<file path="src/rtl/bcd7_pkg.sv">
package bcd7_pkg;

  localparam int DIGIT_W = 4;
  localparam int SEG_N   = 7;

  // Strobes sent from the control module to the datapath.
  typedef struct packed {
    logic loadDigit;  // take the live digit into the register
    logic selLive;    // decode the live digit instead of the stored one
    logic forceOn;    // light every segment
    logic forceOff;   // darken every segment
  } segCtrl_t;

endpackage

</file>
<file path="src/rtl/bcd7_ctrl.sv">
module bcd7_ctrl
  import bcd7_pkg::*;
(
  input  logic     captureN,
  input  logic     lampTestN,
  input  logic     blankN,
  output segCtrl_t strobes
);

  always_comb begin
    strobes.loadDigit = ~captureN;
    strobes.selLive   = ~captureN;
    // Lamp test has priority, so blanking is masked while it is active.
    strobes.forceOn   = ~lampTestN;
    strobes.forceOff  = lampTestN & ~blankN;
  end

endmodule

</file>
<file path="src/rtl/bcd7_datapath.sv">
module bcd7_datapath
  import bcd7_pkg::*;
#(
  parameter int DW = DIGIT_W,
  parameter int SN = SEG_N
) (
  input  logic          clk,
  input  logic          rst,
  input  logic [DW-1:0] digitIn,
  input  segCtrl_t      strobes,
  output logic [SN-1:0] segOut
);

  localparam logic [SN-1:0] ALL_ON  = {SN{1'b1}};
  localparam logic [SN-1:0] ALL_OFF = {SN{1'b0}};

  logic [DW-1:0] heldDigit;
  logic [DW-1:0] shownDigit;
  logic [SN-1:0] pattern;

  // Segment order inside a pattern is {g,f,e,d,c,b,a}.
  function automatic logic [SN-1:0] digitToSegs(input logic [DW-1:0] v);
    logic [SN-1:0] r;
    case (v)
      0:       r = 7'h3F;
      1:       r = 7'h06;
      2:       r = 7'h5B;
      3:       r = 7'h4F;
      4:       r = 7'h66;
      5:       r = 7'h6D;
      6:       r = 7'h7C;
      7:       r = 7'h07;
      8:       r = 7'h7F;
      9:       r = 7'h67;
      default: r = ALL_OFF;
    endcase
    return r;
  endfunction

  always_ff @(posedge clk) begin
    if (rst)                    heldDigit <= '0;
    else if (strobes.loadDigit) heldDigit <= digitIn;
  end

  assign shownDigit = strobes.selLive ? digitIn : heldDigit;
  assign pattern    = digitToSegs(shownDigit);

  // One override stage per segment.
  for (genvar s = 0; s < SN; s++) begin : g_seg
    assign segOut[s] = strobes.forceOn | (~strobes.forceOff & pattern[s]);
  end

  assert_reset_clears_R8: assert property (@(posedge clk)
    rst |=> heldDigit == '0);

  assert_capture_loads_R2: assert property (@(posedge clk) disable iff (rst)
    strobes.loadDigit |=> heldDigit == $past(digitIn));

  assert_hold_stable_R5: assert property (@(posedge clk) disable iff (rst)
    !strobes.loadDigit |=> $stable(heldDigit));

  assert_lamp_all_on_R3: assert property (@(posedge clk) disable iff (rst)
    strobes.forceOn |-> segOut == ALL_ON);

  assert_blank_all_off_R4: assert property (@(posedge clk) disable iff (rst)
    (strobes.forceOff && !strobes.forceOn) |-> segOut == ALL_OFF);

  assert_high_codes_dark_R6: assert property (@(posedge clk) disable iff (rst)
    (!strobes.forceOn && shownDigit > 9) |-> segOut == ALL_OFF);

endmodule

</file>
<file path="src/rtl/bcd7_decoder.sv">
module bcd7_decoder
  import bcd7_pkg::*;
(
  input  logic               clk,
  input  logic               rst,
  input  logic [DIGIT_W-1:0] digitIn,
  input  logic               captureN,
  input  logic               lampTestN,
  input  logic               blankN,
  output logic [SEG_N-1:0]   segOut
);

  segCtrl_t strobes;

  bcd7_ctrl u_ctrl (
    .captureN  (captureN),
    .lampTestN (lampTestN),
    .blankN    (blankN),
    .strobes   (strobes)
  );

  bcd7_datapath #(.DW(DIGIT_W), .SN(SEG_N)) u_dp (
    .clk     (clk),
    .rst     (rst),
    .digitIn (digitIn),
    .strobes (strobes),
    .segOut  (segOut)
  );

endmodule

</file>
<file path="config.mk">
export PLATFORM = sky130hd
export DESIGN_NAME = bcd7_decoder
export DESIGN_NICKNAME = d
export VERILOG_FILES = /design/src/rtl/bcd7_pkg.sv /design/src/rtl/bcd7_ctrl.sv /design/src/rtl/bcd7_datapath.sv /design/src/rtl/bcd7_decoder.sv
export SDC_FILE = /design/constraint.sdc
export NUM_CORES = 1
export LEC_CHECK = 0
export BUFFER_PORTS_ARGS = -buffer_cell sky130_fd_sc_hd__buf_2
export CELL_PAD_IN_SITES_DETAIL_PLACEMENT = 1
export CELL_PAD_IN_SITES_GLOBAL_PLACEMENT = 2
export CORE_AREA = 2 2 48 50
export CTS_CLUSTER_DIAMETER = 150
export DETAILED_ROUTE_END_ITERATION = 16
export DIE_AREA = 0 0 50 52
export PLACE_DENSITY_LB_ADDON = 0.1
export SYNTH_ARGS = -nofsm -noshare
export SYNTH_HDL_FRONTEND = slang
export SYNTH_SLANG_ARGS = --single-unit
export TNS_END_PERCENT = 30
</file>
<file path="constraint.sdc">
create_clock -name clk -period 1.85 [get_ports clk]
set_input_delay 0.37 -clock clk [delete_from_list [all_inputs] [get_ports clk]]
set_output_delay 0.37 -clock clk [all_outputs]
set_load 0.01 [all_outputs]
</file>
# --- Yosys cells after proc, flatten, opt, wreduce, memory -nomap -nowiden ---
# Memory sizes are Yosys's and may differ from the RTL's.
# Index checks and enable logic that the tools add are counted.
totals:
  regBits: 4
  mem_bits_ro: 112
  input_bits: 9
  out_inout_bits: 7
  word_cells: 21
  n_memories: 1
classes:
  muxes: 1
  bitwise: 18
memory_table:
  columns: ["memory", "depth", "word_bits", "read_ports", "rd_clocked_by_memory_dff", "write_ports", "line", "source"]
  rows:
  - ["(name not given)", 16, 7, 1, 0, 0, "bcd7_datapath.sv:24", "case (v)"]
ops:
  columns: ["cell", "count"]
  rows:
  - ["1-bit bitwise AND", 8]
  - ["1-bit OR", 7]
  - ["4-bit 2-to-1 mux", 1]
  - ["1-bit NOT", 3]

# --- Longest topological paths before layout ---
depth:
  depth_word: 5
  mapped_depth: 9
  depth_no_buf: 8

# --- Cells and area by module ---
# Synthesis repeated with hierarchy kept, for this count alone.
unflattened:
  cells_unflattened: 71
  hier_area_um2: 526.8
modules_own_cells:
  columns: ["mod", "n_inst", "cells_per_inst", "area_per_inst_um2", "seq_area_each_um2"]
  rows:
  - ["bcd7_datapath", 1, 67, 498.0, 80.1]
  - ["bcd7_ctrl", 1, 4, 28.8, 0.0]

# --- Worst setup path after synthesis ---
# OpenSTA, ideal clock, no wires.
synth_timing:
  path_type: "input -> output"
  startpoint: "input port captureN"
  endpoint: "output port segOut[0]"
  arrival_ns: 1.572
  t_required_ns: 1.480
  slack_ns: -0.092
  path_stages: 9
  path_buffers: 1
  path_cell_list: "buf_6 > nor2b_1 > a21oi_1 > inv_1 > ha_1 > nor2_1 > o32a_1 > nor2_1 > o21ai_1"
synth_via:
  elab_chain_len: 4
synth_lines:
  columns: ["element", "line", "source"]
  rows:
  - ["start, declared", "bcd7_decoder.sv:7", "input logic captureN,"]
  - ["4-bit 2-to-1 mux", "bcd7_datapath.sv:45", "assign shownDigit = strobes.selLive ? digitIn : heldDigit;"]
  - ["via u_dp.shownDigit[0]", "bcd7_datapath.sv:18", "logic [DW-1:0] shownDigit;"]
  - ["memory 16 x 7 bit", null, null]
  - ["1-bit bitwise AND", "bcd7_datapath.sv:50", "assign segOut[s] = strobes.forceOn | (~strobes.forceOff & pattern[s]);"]
  - ["1-bit OR", "bcd7_datapath.sv:50", null]
  - ["end, declared", "bcd7_decoder.sv:10", "output logic [SEG_N-1:0] segOut"]
# The timed path passes the listed nets, and every way through them passes these cells.

# --- Final worst setup path ---
layout_timing:
  startpoint: "input port captureN"
  endpoint: "output port segOut[3]"
layout_via:
  elab_chain_len: 4
layout_lines:
  columns: ["element", "line"]
  rows:
  - ["4-bit 2-to-1 mux", "bcd7_datapath.sv:45"]
  - ["memory 16 x 7 bit", null]
  - ["1-bit bitwise AND", "bcd7_datapath.sv:50"]
  - ["1-bit OR", "bcd7_datapath.sv:50"]
# Every way passes these cells.

==> results.sh <==
export IMPL_violations="negative setup slack"
export IMPL_antenna_found_initial=0
export IMPL_finalSetupViolations=7
export IMPL_tightest_slew_ps=448.4
export IMPL_cts_sinks=4
export IMPL_period_needed_ps=2119
export IMPL_rows=17
export IMPL_fin_util=0.4759
export IMPL_p_per_area_mw_per_mm2=462.3
export IMPL_nets=123
export IMPL_r2r_slack_ps=670
export IMPL_worst_hold_path_endpoint="u_dp.heldDigit[0]$_SDFF_PP0_"
export IMPL_r2r_cells=7
export IMPL_routedWlPerCell_um=13.52
export IMPL_antenna_cells=0
export IMPL_firstDrtPassIters=2
export IMPL_drv_cap=0
export IMPL_fp_coreArea_mm2=0.002106
export IMPL_ios=16
export IMPL_globalRouteTotalUtil=0.1586
export IMPL_cp_end_kind="output port"
export IMPL_p_comb_frac=0.552
export IMPL_p_seq_frac=0.217
export IMPL_regMostFlops="u_dp.heldDigit"
export IMPL_syn_area_um2=462.9
export IMPL_ys_warn_count=0
export IMPL_status="finished with violations"
export IMPL_fin_crit_sh=1.146
export IMPL_grt_pass1_wl_um=3139
export IMPL_reg_largest_list="u_dp.heldDigit: 4 flops"
export IMPL_drc_errors=0
export IMPL_r2r_end="u_dp.heldDigit[0]$_SDFF_PP0_"
export IMPL_wl_um=1839
export IMPL_required_ps=1480
export IMPL_timing_critical_path_mode_cell="buf_12"
export IMPL_drive_above_1_share=0.6481
export IMPL_holdPathStages=2
export IMPL_setup_ws_ps=-269.3
export IMPL_grt_max_degree=9
export IMPL_start_util=0.2198
export IMPL_cp_start_kind="input pin"
export IMPL_peakVddDrop_v=0.0003352
export IMPL_crit_buf_inv=6
export IMPL_crit_family="buffers and inverters"
export IMPL_crit_type="input pin to output port"
export IMPL_power_leakage_nw=0.4389
export IMPL_path_cells="buf_8 > buf_12 > buf_12 > a21oi_4 > buf_4 > buf_6 > ha_4 > nor2b_4 > o221ai_2 > o21ai_1 > buf_2"
export IMPL_cts_max_level=1
export IMPL_clk_path_buf_depth=2
export IMPL_tritoncts="yes"
export IMPL_dp_cells=121
export IMPL_grt_ovfl_total=0
export IMPL_skew_ps=0
export IMPL_io_buffers=15
export IMPL_vias=624
export IMPL_final_hold_viol_count=0
export IMPL_ys_seq_area_frac=0.1730
export IMPL_hpwl_um=1290
export IMPL_via_per_inst=4.588
export IMPL_die_area_mm2=0.002600
export IMPL_area_delta_synth_final_pct=116.5
export IMPL_rsz0062_at_grt="true"
export IMPL_crit_path_max_fanout=3
export IMPL_slew_viol_final=0
export IMPL_first_global_vias=657
export IMPL_synth_cell_type_count=20
export IMPL_cts_clk_slew_worst_paths_ps=40
export IMPL_r2r_start="u_dp.heldDigit[0]$_SDFF_PP0_"
export IMPL_internal_power_mw=0.3101
export IMPL_clock_fmax_mhz=471.9
export IMPL_fin_cells=136
export IMPL_gp_congestion=0.6890
export IMPL_drt_iter0_markers=1
export IMPL_p_sw_mw=0.1532
export IMPL_syn_area_per_cell_um2=7.847
export IMPL_crit_path_max_incr_delay_ps=150
export IMPL_cts_root_buf="clkbuf_4"
export IMPL_syn_num_nets=72
export IMPL_crit_slowest_cell="a21oi_4"
export IMPL_largest_reg_flops=4
export IMPL_antenna_left=0
export IMPL_p_clk_frac=0.231
export IMPL_dieWidth_um=50
export IMPL_min_delay_start="rst"
export IMPL_cp_data_arrival_time_ps=1750
export IMPL_synthCells=59
export IMPL_clk_latency_ps=230
export IMPL_ctsHoldBuffers=0
export IMPL_cts_made_buffers=3
export IMPL_die_h_um=52
export IMPL_switching_share=0.3306
export IMPL_yosys_register_bits=4
export IMPL_hp_class="input pin to flip-flop"
export IMPL_maxSlewHeadroom=0.7007
## cells in the final DEF (no fill, tap or decap), drive strengths merged, types with 2 or more instances in the layout
master,instances
buf,47
nor2,12
o21ai,5
nor2b,5
nand3,4
ha,4
dfxtp,4
mux2i,3
nand2b,3
o32a,3
clkbuf,3
a21oi,3
nand2,2
nand4b,2
inv,2
o221ai,2
## repair_timing
item,CTS,global route
endpoints found under the setup margin,7,7
gates cloned,0,0
setup buffers,8,5
pin swaps,3,7
gates resized for setup,15,14
## synth_stat cells (all sizes together)
cell	number	area, um^2
mux2i	3	50.05
nor2b	5	31.28
o32a	3	30.03
nand3	4	20.02
o21ai	5	25.02
o221ai	2	17.52
nand4b	2	17.52
xor2	1	8.760
nand2b	3	18.77
mux2	1	11.26
a32o	1	10.01
ha	4	50.05
inv	2	7.510
nand2	2	7.510
and2	1	6.260
a21oi	3	15.01
buf	1	11.26
dfxtp	4	80.08
nor2	12	45.04
## worst max path at each step
stage                        start         to  slack, ps  cells after the start
after floorplan           captureN  segOut[3]         10                      9
after global placement    captureN  segOut[0]       -350                      8
after detailed placement  captureN  segOut[5]       -360                     11
after CTS                 captureN  segOut[0]       -270                     11
after global routing      captureN  segOut[3]       -370                     11
final                     captureN  segOut[3]       -270                     11
## worst register-to-register path: cells and delay by family, from the launching register on
family / cells / cell delay [ps]
AO/OA/AOI/OAI: 1 / 90
flip-flops: 1 / 390
buffers and inverters: 5 / 580
AND/OR/NAND/NOR: 1 / 60
## layer usage
metal,part of all wire,global-route usage
met1,0.41,0.2080
met2,0.57,0.2807
met3,0.012,0.008621
met4,0,0.04167
met5,0,0
## power groups by stage
stage	sequential [mW]	combinational (mW)	clock [mW]
finish	0.101	0.256	0.107
global route	0.102	0.284	0.117
CTS	0.0992	0.222	0.115
detailed placement	0.0996	0.185	0
global placement	0.0996	0.184	0
floorplan	0.0979	0.0903	0
## per-stage QoR
| step | hold WS [ps] | instance area [um^2] | setup WS, ps | setup TNS (ps) | power [mW] |
|---|---|---|---|---|---|
| CTS | 329.0 | 902.1 | -266.3 | -1458 | 0.4363 |
| global route | 349.2 | 1002 | -371.3 | -2194 | 0.5030 |
| finish | 337.0 | 1002 | -269.3 | -1607 | 0.4633 |
| floorplan | 442.4 | 476.7 | 9.677 | 0 | 0.1882 |
| detailed placement | 583.4 | 738.2 | -363.2 | -1903 | 0.2848 |
| global placement | 579.0 | 738.2 | -345.1 | -1938 | 0.2838 |
## cells by family (layout without fill, tap and decap cells)
group,count (synthesis),in the layout,share of synthesized area
AOI/OAI and AO/OA,14,14,0.2108
xor gates and xnor gates,1,1,0.01892
adders and majority gates,4,4,0.1081
buffers and inverters,3,52,0.04054
DFF,4,4,0.1730
muxes,4,4,0.1324
and+or+nand+nor,29,29,0.3162
## cell type report
class | instances | area, um^2
clock buffers | 3 | 22.52
fillers | 256 | 1104
inverters | 2 | 7.507
multi-input cells | 52 | 491.7
flip-flops and latches | 4 | 80.08
well taps | 28 | 35.03
repair buffers | 47 | 365.4
Note: power is estimated with default switching activity, not from simulation.
